$ cat config.mk
export PLATFORM = sky130hd
export DESIGN_NAME = can_filter_scan
export DESIGN_NICKNAME = d
export VERILOG_FILES = /design/src/rtl/can_flt_pkg.sv /design/src/rtl/can_flt_seq.sv /design/src/rtl/can_flt_eval.sv /design/src/rtl/can_filter_scan.sv
export SDC_FILE = /design/constraint.sdc
export NUM_CORES = 1
export LEC_CHECK = 0
export CAP_MARGIN = 20
export CORE_AREA = 2 2 116 118
export CTS_CLUSTER_SIZE = 16
export DETAILED_ROUTE_END_ITERATION = 16
export DIE_AREA = 0 0 118 120
export DONT_BUFFER_PORTS = 1
export HOLD_SLACK_MARGIN = 0.15
export PLACE_DENSITY = 0.7
export SLEW_MARGIN = 15
export SYNTH_ARGS = -nofsm -noshare
export SYNTH_HDL_FRONTEND = slang
export SYNTH_SLANG_ARGS = --single-unit
export TNS_END_PERCENT = 30
$ cat constraint.sdc
create_clock -name clk -period 8.4 [get_ports clk]
set_input_delay 1.26 -clock clk [delete_from_list [all_inputs] [get_ports clk]]
set_output_delay 1.26 -clock clk [all_outputs]
set_load 0.03 [all_outputs]
$ cat src/rtl/can_flt_pkg.sv
package can_flt_pkg;

  typedef enum logic [1:0] {
    KIND_RANGE = 2'b00,
    KIND_DUAL  = 2'b01,
    KIND_MASK  = 2'b10,
    KIND_RSVD  = 2'b11
  } kind_e;

  localparam logic [2:0] ACT_OFF    = 3'b000;
  localparam logic [2:0] ACT_FIFO0  = 3'b001;
  localparam logic [2:0] ACT_FIFO1  = 3'b010;
  localparam logic [2:0] ACT_REJECT = 3'b011;
  localparam logic [2:0] ACT_DEDBUF = 3'b111;

  localparam int ID_W  = 29;
  localparam int SID_W = 11;
  localparam int BUF_W = 6;

  typedef struct packed {
    logic [2:0]      act;
    kind_e           kind;
    logic [ID_W-1:0] fa;
    logic [ID_W-1:0] fb;
  } elem_t;

  // one-word element for 11-bit identifiers
  function automatic elem_t unpack_std(input logic [31:0] w);
    elem_t e;
    e.kind = kind_e'(w[31:30]);
    e.act  = w[29:27];
    e.fa   = {{(ID_W-SID_W){1'b0}}, w[26:16]};
    e.fb   = {{(ID_W-SID_W){1'b0}}, w[10:0]};
    return e;
  endfunction

  // two-word element for 29-bit identifiers
  function automatic elem_t unpack_ext(input logic [31:0] w0, input logic [31:0] w1);
    elem_t e;
    e.act  = w0[31:29];
    e.fa   = w0[28:0];
    e.kind = kind_e'(w1[31:30]);
    e.fb   = w1[28:0];
    return e;
  endfunction

  function automatic logic elem_hit(input elem_t e, input logic [ID_W-1:0] id);
    logic m;
    if (e.act == ACT_OFF)         m = 1'b0;
    else if (e.act == ACT_DEDBUF) m = (id == e.fa);
    else begin
      case (e.kind)
        KIND_RANGE: m = (id >= e.fa) && (id <= e.fb);
        KIND_DUAL:  m = (id == e.fa) || (id == e.fb);
        KIND_MASK:  m = ((id ^ e.fa) & e.fb) == '0;
        default:    m = 1'b0;
      endcase
    end
    return m;
  endfunction

endpackage

$ cat src/rtl/can_flt_seq.sv
module can_flt_seq #(
  parameter int ADDR_W = 8,
  parameter int CNT_W  = 6
) (
  input  logic              clk,
  input  logic              rst_n,
  input  logic              start_i,
  input  logic              ext_i,
  input  logic [ADDR_W-1:0] std_base_i,
  input  logic [CNT_W-1:0]  std_cnt_i,
  input  logic [ADDR_W-1:0] ext_base_i,
  input  logic [CNT_W-1:0]  ext_cnt_i,
  input  logic              stop_i,
  output logic              busy_o,
  output logic              accept_o,
  output logic              rd_o,
  output logic [ADDR_W-1:0] addr_o,
  output logic              ext_o,
  output logic              w0_cap_o,
  output logic              elem_done_o,
  output logic              last_o,
  output logic              empty_o,
  output logic [CNT_W-1:0]  elem_idx_o
);

  localparam int WCNT_W = CNT_W + 1;

  typedef enum logic {S_IDLE = 1'b0, S_SCAN = 1'b1} state_e;

  state_e            state_q;
  logic              ext_q;
  logic [ADDR_W-1:0] base_q;
  logic [WCNT_W-1:0] nwords_q;
  logic [WCNT_W-1:0] issue_q;
  logic [WCNT_W-1:0] rword_q;
  logic              rv_q;

  assign busy_o   = (state_q == S_SCAN);
  assign accept_o = start_i && !busy_o;
  assign rd_o     = busy_o && (issue_q < nwords_q);
  assign addr_o   = base_q + ADDR_W'(issue_q);
  assign ext_o    = ext_q;
  assign empty_o  = busy_o && (nwords_q == '0);

  // an element completes on every word (standard) or every odd word (extended)
  assign elem_done_o = rv_q && (!ext_q || rword_q[0]);
  assign w0_cap_o    = rv_q && ext_q && !rword_q[0];
  assign last_o      = (rword_q == nwords_q - 1'b1);
  assign elem_idx_o  = ext_q ? rword_q[CNT_W:1] : rword_q[CNT_W-1:0];

  always_ff @(posedge clk or negedge rst_n) begin
    if (!rst_n) begin
      state_q  <= S_IDLE;
      ext_q    <= 1'b0;
      base_q   <= '0;
      nwords_q <= '0;
      issue_q  <= '0;
      rword_q  <= '0;
      rv_q     <= 1'b0;
    end else begin
      case (state_q)
        S_IDLE: begin
          rv_q <= 1'b0;
          if (start_i) begin
            ext_q    <= ext_i;
            base_q   <= ext_i ? ext_base_i : std_base_i;
            nwords_q <= ext_i ? {ext_cnt_i, 1'b0} : {1'b0, std_cnt_i};
            issue_q  <= '0;
            state_q  <= S_SCAN;
          end
        end
        default: begin
          if (rd_o) issue_q <= issue_q + 1'b1;
          rv_q    <= rd_o && !stop_i;
          rword_q <= issue_q;
          if (stop_i) state_q <= S_IDLE;
        end
      endcase
    end
  end

endmodule

$ cat src/rtl/can_flt_eval.sv
module can_flt_eval
  import can_flt_pkg::*;
(
  input  logic             clk,
  input  logic             rst_n,
  input  logic             ext_i,
  input  logic             cap_i,
  input  logic [31:0]      rdata_i,
  input  logic [ID_W-1:0]  id_i,
  output logic             hit_o,
  output logic [2:0]       act_o,
  output logic [BUF_W-1:0] buf_o,
  output logic [1:0]       sel_o
);

  logic [31:0] w0_q;
  elem_t       e;
  logic        ded;

  always_ff @(posedge clk or negedge rst_n) begin
    if (!rst_n)     w0_q <= '0;
    else if (cap_i) w0_q <= rdata_i;
  end

  always_comb begin
    e     = ext_i ? unpack_ext(w0_q, rdata_i) : unpack_std(rdata_i);
    ded   = (e.act == ACT_DEDBUF);
    hit_o = elem_hit(e, id_i);
    act_o = e.act;
    buf_o = ded ? e.fb[BUF_W-1:0] : '0;
    sel_o = ded ? e.fb[10:9] : 2'b00;
  end

endmodule

$ cat src/rtl/can_filter_scan.sv
module can_filter_scan
  import can_flt_pkg::*;
#(
  parameter int ADDR_W = 8,
  parameter int CNT_W  = 6
) (
  input  logic              clk,
  input  logic              rst_n,
  input  logic              start_i,
  input  logic              ext_i,
  input  logic [28:0]       id_i,
  input  logic [ADDR_W-1:0] std_base_i,
  input  logic [CNT_W-1:0]  std_cnt_i,
  input  logic [ADDR_W-1:0] ext_base_i,
  input  logic [CNT_W-1:0]  ext_cnt_i,
  output logic              mem_rd_o,
  output logic [ADDR_W-1:0] mem_addr_o,
  input  logic [31:0]       mem_rdata_i,
  output logic              done_o,
  output logic              hit_o,
  output logic [2:0]        action_o,
  output logic [CNT_W-1:0]  elem_idx_o,
  output logic [5:0]        buf_idx_o,
  output logic [1:0]        dbg_sel_o
);

  // named internal events
  logic              seq_busy;
  logic              seq_accept;
  logic              seq_ext;
  logic              seq_w0_cap;
  logic              seq_elem_done;
  logic              seq_last;
  logic              seq_empty;
  logic [CNT_W-1:0]  seq_idx;
  logic              ev_hit;
  logic [2:0]        ev_act;
  logic [BUF_W-1:0]  ev_buf;
  logic [1:0]        ev_sel;
  logic              elem_match;
  logic              scan_finish;
  logic [ID_W-1:0]   id_q;

  assign elem_match  = seq_elem_done && ev_hit;
  assign scan_finish = seq_empty || elem_match || (seq_elem_done && seq_last);

  always_ff @(posedge clk or negedge rst_n) begin
    if (!rst_n)          id_q <= '0;
    else if (seq_accept) id_q <= ext_i ? id_i : {{(ID_W-SID_W){1'b0}}, id_i[SID_W-1:0]};
  end

  can_flt_seq #(.ADDR_W(ADDR_W), .CNT_W(CNT_W)) u_seq (
    .clk         (clk),
    .rst_n       (rst_n),
    .start_i     (start_i),
    .ext_i       (ext_i),
    .std_base_i  (std_base_i),
    .std_cnt_i   (std_cnt_i),
    .ext_base_i  (ext_base_i),
    .ext_cnt_i   (ext_cnt_i),
    .stop_i      (scan_finish),
    .busy_o      (seq_busy),
    .accept_o    (seq_accept),
    .rd_o        (mem_rd_o),
    .addr_o      (mem_addr_o),
    .ext_o       (seq_ext),
    .w0_cap_o    (seq_w0_cap),
    .elem_done_o (seq_elem_done),
    .last_o      (seq_last),
    .empty_o     (seq_empty),
    .elem_idx_o  (seq_idx)
  );

  can_flt_eval u_eval (
    .clk     (clk),
    .rst_n   (rst_n),
    .ext_i   (seq_ext),
    .cap_i   (seq_w0_cap),
    .rdata_i (mem_rdata_i),
    .id_i    (id_q),
    .hit_o   (ev_hit),
    .act_o   (ev_act),
    .buf_o   (ev_buf),
    .sel_o   (ev_sel)
  );

  always_ff @(posedge clk or negedge rst_n) begin
    if (!rst_n) begin
      done_o     <= 1'b0;
      hit_o      <= 1'b0;
      action_o   <= '0;
      elem_idx_o <= '0;
      buf_idx_o  <= '0;
      dbg_sel_o  <= '0;
    end else begin
      done_o <= scan_finish;
      if (scan_finish) begin
        hit_o      <= elem_match;
        action_o   <= elem_match ? ev_act  : '0;
        elem_idx_o <= elem_match ? seq_idx : '0;
        buf_idx_o  <= elem_match ? ev_buf  : '0;
        dbg_sel_o  <= elem_match ? ev_sel  : '0;
      end
    end
  end

endmodule

## Word-level counts from Yosys, hierarchy flattened

Cells that the tools add are included.

| word-level totals | value |
|---|---|
| memories kept | 0 |
| register bits | 112 |
| logic and storage cells | 77 |
| bits in writable memories | 0 |
| output and inout bits | 28 |
| bits in read-only memories | 0 |
| bits in latches | 0 |

| operators by class | value |
|---|---|
| bitwise operators | 3 |
| $lt $le $gt $ge | 3 |
| muxes and demuxes | 21 |
| multiply operators | 0 |
| $add $sub $neg | 3 |
| eq/ne operators | 7 |
| reductions and logical operators | 25 |
| divide/modulo/power cells | 0 |
| shift-type cells | 0 |

Operator list:

| cell | count |
|---|---|
| 2-to-1 mux 63 bit | 1 |
| equality test 29 bit | 2 |
| bitwise AND 29 bit | 1 |
| >= comparator 29 bit | 1 |
| less-or-equal comparator 29 bit | 1 |
| logical NOT 29 bit | 1 |
| 2-to-1 mux 29 bit | 1 |
| XOR 29 bit | 1 |
| 2-to-1 mux 7 bit | 4 |
| 2-to-1 mux 6 bit | 4 |
| logical AND 1 bit | 10 |
| adder 8 x 7 -> 8 bit | 1 |
| 2-to-1 mux 8 bit | 1 |
| adder 7 x 1 -> 7 bit, second input constant | 1 |
| equality test 7 bit | 1 |
| logical NOT 7 bit | 1 |
| less-than comparator 7 bit | 1 |
| subtractor 7 x 1 -> 7 bit, second input constant | 1 |
| 2-to-1 mux 1 bit | 6 |
| logical NOT 1 bit | 4 |
| logical OR 1 bit | 4 |
| 2-to-1 mux 2 bit | 2 |
| AND reduction 2 bit | 2 |
| equality test 3 bit, second input constant | 1 |
| other kinds (9) | 9 |

## Depth between registers and ports, before layout

Gate-level depths: netlist of run 1.

| logic depth | value |
|---|---|
| depth after elaboration | 13 |
| mapped depth | 15 |
| depth with buffers taken out | 10 |

## Modules after synthesis

A second synthesis of run 1 with hierarchy kept.

| unflattened totals | value |
|---|---|
| cells, all modules | 690 |
| area total of the unflattened synthesis | 7064.3 um2 |

Modules (own cells, without submodules):

| module | instances | cells an instance | area an instance (um2) | seq. area each (um2) |
|---|---|---|---|---|
| can_flt_eval | 1 | 331 | 3138.0 | 800.8 |
| can_flt_seq | 1 | 212 | 2059.5 | 800.8 |
| can_filter_scan | 1 | 147 | 1866.8 | 1201.2 |

## Worst setup path after synthesis of run 1

Ideal clock, no wire load.

| timing path | value |
|---|---|
| kind | register -> register |
| from | register u_seq.ext_q (netlist: u_seq.ext_o) |
| to | register buf_idx_o[0] |
| arrival | 3.648 ns |
| cell stages (with the launch flop) | 15 |
| slack | 4.631 ns |
| cell sequence | dfrtp_1 -> buf_2 -> buf_1 -> clkbuf_1 -> clkbuf_1 -> nand2_1 -> ha_1 -> and4_1 -> nand2_1 -> nor3_2 -> nand3_1 -> a2111oi_4 -> nor3_2 -> buf_6 -> a32o_1 |

| on the way | value |
|---|---|
| word-level cells in the longest chain between the ends | 10 |

RTL lines:

| item | RTL line | RTL |
|---|---|---|
| from (decl) | can_flt_seq.sv:31 | `logic ext_q;` |
| from (signal assigned) | can_flt_seq.sv:65 | `ext_q <= ext_i;` |
| branches (longest 10 deep; another with >= comparator 29 bit) | - |  |
| to (signal assigned) | can_filter_scan.sv:101 | `buf_idx_o <= elem_match ? ev_buf : '0;` |
| to (decl) | can_filter_scan.sv:23 | `output logic [5:0] buf_idx_o,` |

Several ways; the timed one is not identified.
A chain may end at the register's enable or synchronous reset.

## Worst setup path after layout of run 1

Ends and elaborated chain as after synthesis.

==> results.json, run 1 <==
{
  "gp_congestion": 0.873,
  "postRouteWirelength_mm": 17.1,
  "seqCellArea_mm2": 0.00280,
  "path_class": "reg -> reg",
  "setup_viol": 0,
  "start_util": 0.534,
  "cp_max_fo": 66,
  "ys_seq_area_frac": 0.405,
  "netlist_area_mm2": 0.00693,
  "grt_overflow": 0,
  "arrival_ps": 4230,
  "dr.pass1.iters": 5,
  "ys.flop_type": "dfrtp_1",
  "period_share": 0.469,
  "finalHoldViolations": 0,
  "core-area_mm2": 0.0130,
  "antenna_found_initial": 0,
  "wl_per_cell_um": 18.7,
  "postCtsSetupRepairBufs": 0,
  "power_w": 0.00290,
  "dp.final_hpwl_mm": 12.9,
  "synth_edf_count": 0,
  "die-width_um": 118,
  "syn_avg_cell_area_um2": 9.24,
  "max-slew-margin-rel": 0.266,
  "post-route-util": 0.568,
  "cp-start-kind": "flip-flop",
  "multiInputGateArea_mm2": 0.00384,
  "dieArea_mm2": 0.0142,
  "hold_buffers": 0,
  "ant_nets": 0,
  "io_pins": 121,
  "portBuffers": 0,
  "final.setup.tns_ps": 0,
  "maxCapViolCount": 0,
  "drive_gt1_frac": 0.0717,
  "grt_pass1_vias": 5514,
  "status": "complete, no violations",
  "yosys_warnings": 0,
  "nets": 901,
  "required_ps": 8690,
  "max_freq_ghz": 0.254,
  "clock_path_buffers": 2,
  "ctsRootBufferMaster": "clkbuf_16",
  "fin_worst_skew_ps": 10.9,
  "first_iter_violations": 344,
  "rr_worst_depth": 11,
  "worstSetupEndpointType": "flip-flop",
  "synth_cell_type_count": 57,
  "track_usage": 0.252,
  "diodes": 0,
  "synthesis.nets": 917,
  "vias": 5357,
  "via_per_inst": 5.85,
  "ir_drop_mv": 0.290,
  "grt_pass1_wl_mm": 27.9,
  "die_y_um": 120,
  "rows": 42,
  "power_leakage_nw": 3.70,
  "synthArstFlopShare": 1.00,
  "cts.repair.resized": 0,
  "rsz0062_at_grt": "no",
  "grt_max_degree": 113,
  "maxSlewViolCount": 0,
  "area_delta_synth_final_pct": 6.36,
  "clkSinkCount": 112,
  "ys_ff_latch": 112,
  "clk_latency_ps": 360,
  "cts_buffers": 9,
  "cts_tree": "built",
  "hp-class": "reg -> reg",
  "min_period_ps": 3940,
  "drc": 0,
  "h-tree-depth": 3,
  "fill_cells": 1195,
  "clkTransAtPathRegs_ps": 80,
  "whs_path_depth": 2,
  "worstMarginPinSlew_ps": 1100,
  "p_per_area_mw_per_mm2": 394,
  "syn_inst": 750
}
cells in the mapped netlist, types with 5 or more instances:
master / count / area [µm²]
a21oi_1: 34 / 170
nand3_1: 34 / 170
a211o_1: 5 / 43.8
a221oi_1: 6 / 52.6
mux2_2: 21 / 236
xnor2_1: 10 / 87.6
o21ai_0: 44 / 220
o21bai_1: 5 / 37.5
o22ai_1: 10 / 62.6
and3_1: 8 / 50.1
nor2b_1: 6 / 37.5
nor3_1: 9 / 45.0
nand4_1: 12 / 75.1
xor2_1: 5 / 43.8
a32o_1: 8 / 80.1
mux2i_1: 42 / 420
dfrtp_1: 112 / 2800
nor2_1: 11 / 41.3
ha_1: 73 / 913
inv_1: 45 / 169
clkbuf_1: 25 / 93.8
nand2_1: 174 / 653
registers in the layout (all words and copies together), names as in the netlist:
| signal | flops |
|---|---|
| hit_o | 1 |
| id_q | 29 |
| buf_idx_o | 6 |
| u_seq.issue_q | 7 |
| action_o | 3 |
| u_eval.w0_q | 32 |
| done_o | 1 |
| u_seq.nwords_q | 7 |
| u_seq.busy_o | 1 |
| u_seq.rv_q | 1 |
| dbg_sel_o | 2 |
| u_seq.base_q | 8 |
| u_seq.rword_q | 7 |
| elem_idx_o | 6 |
| u_seq.ext_o | 1 |
cells by family after synthesis:
group / synth area share
adders and majority gates: 0.135
DFF: 0.405
muxes: 0.0948
AOI/OAI and AO/OA: 0.129
xor gates and xnor gates: 0.0190
and+or+nand+nor: 0.174
buffers and inverters: 0.0441
power by group:
part | switching (W) | internal [W]
Combinational | 0.000863 | 0.000597
Clock | 0.000213 | 0.000214
Sequential | 0.000249 | 0.000763
area by class of cell:
class | instances | share of cell area
repair buffers | 4 | 0.00577
inverters | 46 | 0.0234
clock buffers | 10 | 0.0324
well taps | 176 | 0.0299
flip-flops and latches | 112 | 0.381
clock inverters | 6 | 0.00696
multi-input cells | 561 | 0.521
placed cells by master (no fill, tap or decap), drive strengths merged, types with 12 or more instances in the layout:
master,n
o21ai,46
a21oi,34
mux2,21
ha,73
nand3,34
nand2,174
nand4,12
dfrtp,112
inv,49
mux2i,42
through the flow:
stage	cells	setup WS [ps]	hold WS [ps]	cell area [µm²]
after global placement	898	4400	463	7060
final	915	4460	486	7370
after global routing	915	4190	517	7370
after CTS	914	4470	488	7350
after detailed placement	898	4370	472	7060
after floorplan	750	4630	444	6930
path summary, 6_finish.rpt:
path / slack [ps] / endpoint / startpoint
setup reg to reg: 4460 / buf_idx_o[0] / u_seq.ext_o
hold reg to reg: 490 / u_eval.w0_q[10] / u_eval.w0_q[10]
setup / recovery: 4460 / buf_idx_o[0] / u_seq.ext_o
hold / removal: 490 / u_eval.w0_q[10] / u_eval.w0_q[10]
max in group asynchronous: 7680 / id_q[8] / rst_n
min in group asynchronous: 590 / elem_idx_o[5] / rst_n
routing by layer:
layer,share of wire,vias to the layer above,GRT usage
met5,0,-,0
met2,0.47,148,0.404
met4,0.020,0,0.0866
li1,-,2607,-
met3,0.068,24,0.0642
met1,0.44,2578,0.335
worst max-delay path, stage by stage, from the launching register on:
cell and delay (ps):
dfrtp_2 340, buf_4 610, mux2i_1 280, ha_1 280
a211o_1 270, a21oi_1 160, a21oi_1 90, o41ai_1 330
and2_1 170, a221oi_1 110, nor3_4 880, a32o_1 290
Power figures use the tool's default switching activity.
==> inputs of run 2 (changes only) <==
--- a/config.mk
+++ b/config.mk
@@ -12,7 +12,7 @@
 export DIE_AREA = 0 0 118 120
 export DONT_BUFFER_PORTS = 1
 export HOLD_SLACK_MARGIN = 0.15
-export PLACE_DENSITY = 0.7
+export PLACE_DENSITY = 0.73
 export SLEW_MARGIN = 15
 export SYNTH_ARGS = -nofsm -noshare
 export SYNTH_HDL_FRONTEND = slang
==> constraint.sdc (replaced) <==
create_clock -name clk -period 3.6 [get_ports clk]
set_input_delay 0.54 -clock clk [delete_from_list [all_inputs] [get_ports clk]]
set_output_delay 0.54 -clock clk [all_outputs]
set_load 0.03 [all_outputs]
==> run 2 against run 1 <==
  * Global-route usage rose by 0.60 points
  * Sequential cell count did not move
  * Critical path type is now reg -> out
  * Via count rose by 3.2%
  * Register-to-register slack got worse by 4200 ps
  * Sequential share of layout area fell by 0.40 points
  * Final cell count rose by 0.87%
  * Combinational power rose by 130%
  * Count of clock-buffer cells in the layout did not move
  * Highest routed layer unchanged
  * Final area rose by 1.1%
==> results.json, run 2 (synthesized netlist as in run 1, its figures left out) <==
{
  "status": "complete, no violations",
  "power_leakage_nw": 3.74,
  "dr.pass1.iters": 5,
  "diodes": 0,
  "grt_overflow": 0,
  "portBuffers": 0,
  "rows": 42,
  "path_class": "reg -> out",
  "cts.repair.resized": 0,
  "cts_tree": "built",
  "r2r-end": "action_o[1]",
  "layoutNonFillerInstCount": 923,
  "period_share": 0.923,
  "grt_max_degree": 113,
  "mostFrequentLayoutCells": "174 x nand2_1, 111 x dfrtp_1, 73 x ha_1, 45 x inv_1, 44 x o21ai_0",
  "gp_congestion": 0.920,
  "io_pins": 121,
  "dp.cells": 904,
  "vias": 5529,
  "first_iter_violations": 345,
  "p_per_area_mw_per_mm2": 917,
  "reg_top3": "u_eval.w0_q x32, id_q x29, u_seq.base_q x8",
  "cts_buffers": 9,
  "postRouteWirelength_mm": 17.9,
  "cp_max_fo": 7,
  "grt_pass1_vias": 5554,
  "finalHoldViolations": 0,
  "fill_cells": 1140,
  "required_ps": 3060,
  "arrival_ps": 2780,
  "grt_pass1_wl_mm": 28.5,
  "clkTransAtPathRegs_ps": 80,
  "clkSinkCount": 112,
  "rsz0062_at_grt": "no",
  "hp-class": "in -> reg",
  "die-width_um": 118,
  "clk_latency_ps": 370,
  "min_period_ps": 3320,
  "antenna_found_initial": 0,
  "cp-start-kind": "flip-flop",
  "ctsRootBufferMaster": "clkbuf_16",
  "worstMarginPinSlew_ps": 717,
  "area_delta_synth_final_pct": 7.48,
  "dp.final_hpwl_mm": 13.5,
  "rr_worst_depth": 11,
  "fin_worst_skew_ps": 15.4,
  "whs_path_depth": 2,
  "clock_path_buffers": 2,
  "dieArea_mm2": 0.0142,
  "maxCapViolCount": 0,
  "nets": 909,
  "drive_gt1_frac": 0.0776,
  "ant_nets": 0,
  "drc": 0,
  "worstSetupEndpointType": "primary output",
  "h-tree-depth": 3,
  "track_usage": 0.258,
  "maxSlewViolCount": 0,
  "die_y_um": 120,
  "start_util": 0.534,
  "largest_register_ff_count": 32,
  "final_common_cell": "nand2_1",
  "hold_end": "id_q[1]",
  "wl_per_cell_um": 19.3,
  "r2r-start": "u_seq.ext_o",
  "ff2ff_setup_slack_ps": 300,
  "ir_drop_mv": 0.643,
  "regMostFlops": "u_eval.w0_q",
  "final.setup.tns_ps": 0,
  "via_per_inst": 5.99,
  "min_from": "id_i[1]",
  "core-area_mm2": 0.0130,
  "max-slew-margin-rel": 0.518,
  "setup_viol": 0,
  "max_freq_ghz": 0.301
}
==> run 2: what timing repair did <==
action	CTS	global route
setup endpoints to repair	0	4
hold buffers	2	0
buffers inserted	0	0
hold endpoints to repair	112	0
==> run 2: stage by stage <==
step	hold WS [ps]	area (µm²)	total power, W	utilization	setup slack, ps
after global placement	248	7110	0.00561	0.548	398
after global routing	283	7450	0.00741	0.574	56.1
after detailed placement	248	7110	0.00579	0.548	282
after CTS	275	7430	0.00682	0.572	262
after floorplan	244	6930	0.00495	-	163
final	280	7450	0.00682	0.574	279
==> run 2: area by class of cell <==
| type | count | area, µm² | area share |
|---|---|---|---|
| Multi-Input combinational cell | 561 | 3830 | 0.515 |
| Sequential cell | 112 | 2800 | 0.377 |
| Clock buffer | 10 | 229 | 0.0308 |
| Tap cell | 176 | 220 | 0.0296 |
| Inverter | 46 | 173 | 0.0232 |
| Timing Repair Buffer | 12 | 138 | 0.0185 |
| Clock inverter | 6 | 51.3 | 0.00689 |
==> run 2: how the worst max path moves through the flow <==
stage | cells past startpoint | to | startpoint | slack, ps
after floorplan | 14 | buf_idx_o[0] | u_seq.ext_o | 160
after global placement | 11 | elem_idx_o[5] | u_seq.ext_o | 400
after detailed placement | 11 | action_o[1] | u_seq.ext_o | 280
after CTS | 11 | action_o[1] | u_seq.ext_o | 260
after global routing | 12 | elem_idx_o[3] | u_seq.ext_o | 60
final | 9 | mem_addr_o[6] | u_seq.issue_q[0] | 280
==> run 2: metal layers <==
layer,share of wire,up-vias,GRT usage
met5,0,-,0
met4,0.026,0,0.0889
met3,0.072,34,0.0627
met2,0.47,198,0.416
met1,0.44,2678,0.343
li1,-,2619,-
==> run 2: power by group <==
| part | switching (W) | internal (W) |
|---|---|---|
| Combinational | 0.00201 | 0.00142 |
| Clock | 0.000498 | 0.000482 |
| Sequential | 0.000638 | 0.00178 |
| Total | 0.00315 | 0.00368 |
==> run 2: critical path, stage by stage (launching register included) <==
cell and delay (ps):
dfrtp_1 510, ha_1 240, inv_1 60, fa_1 390
inv_1 80, a21oi_1 70, o21bai_1 240, a21o_1 180
a21oi_1 80, xnor2_1 580
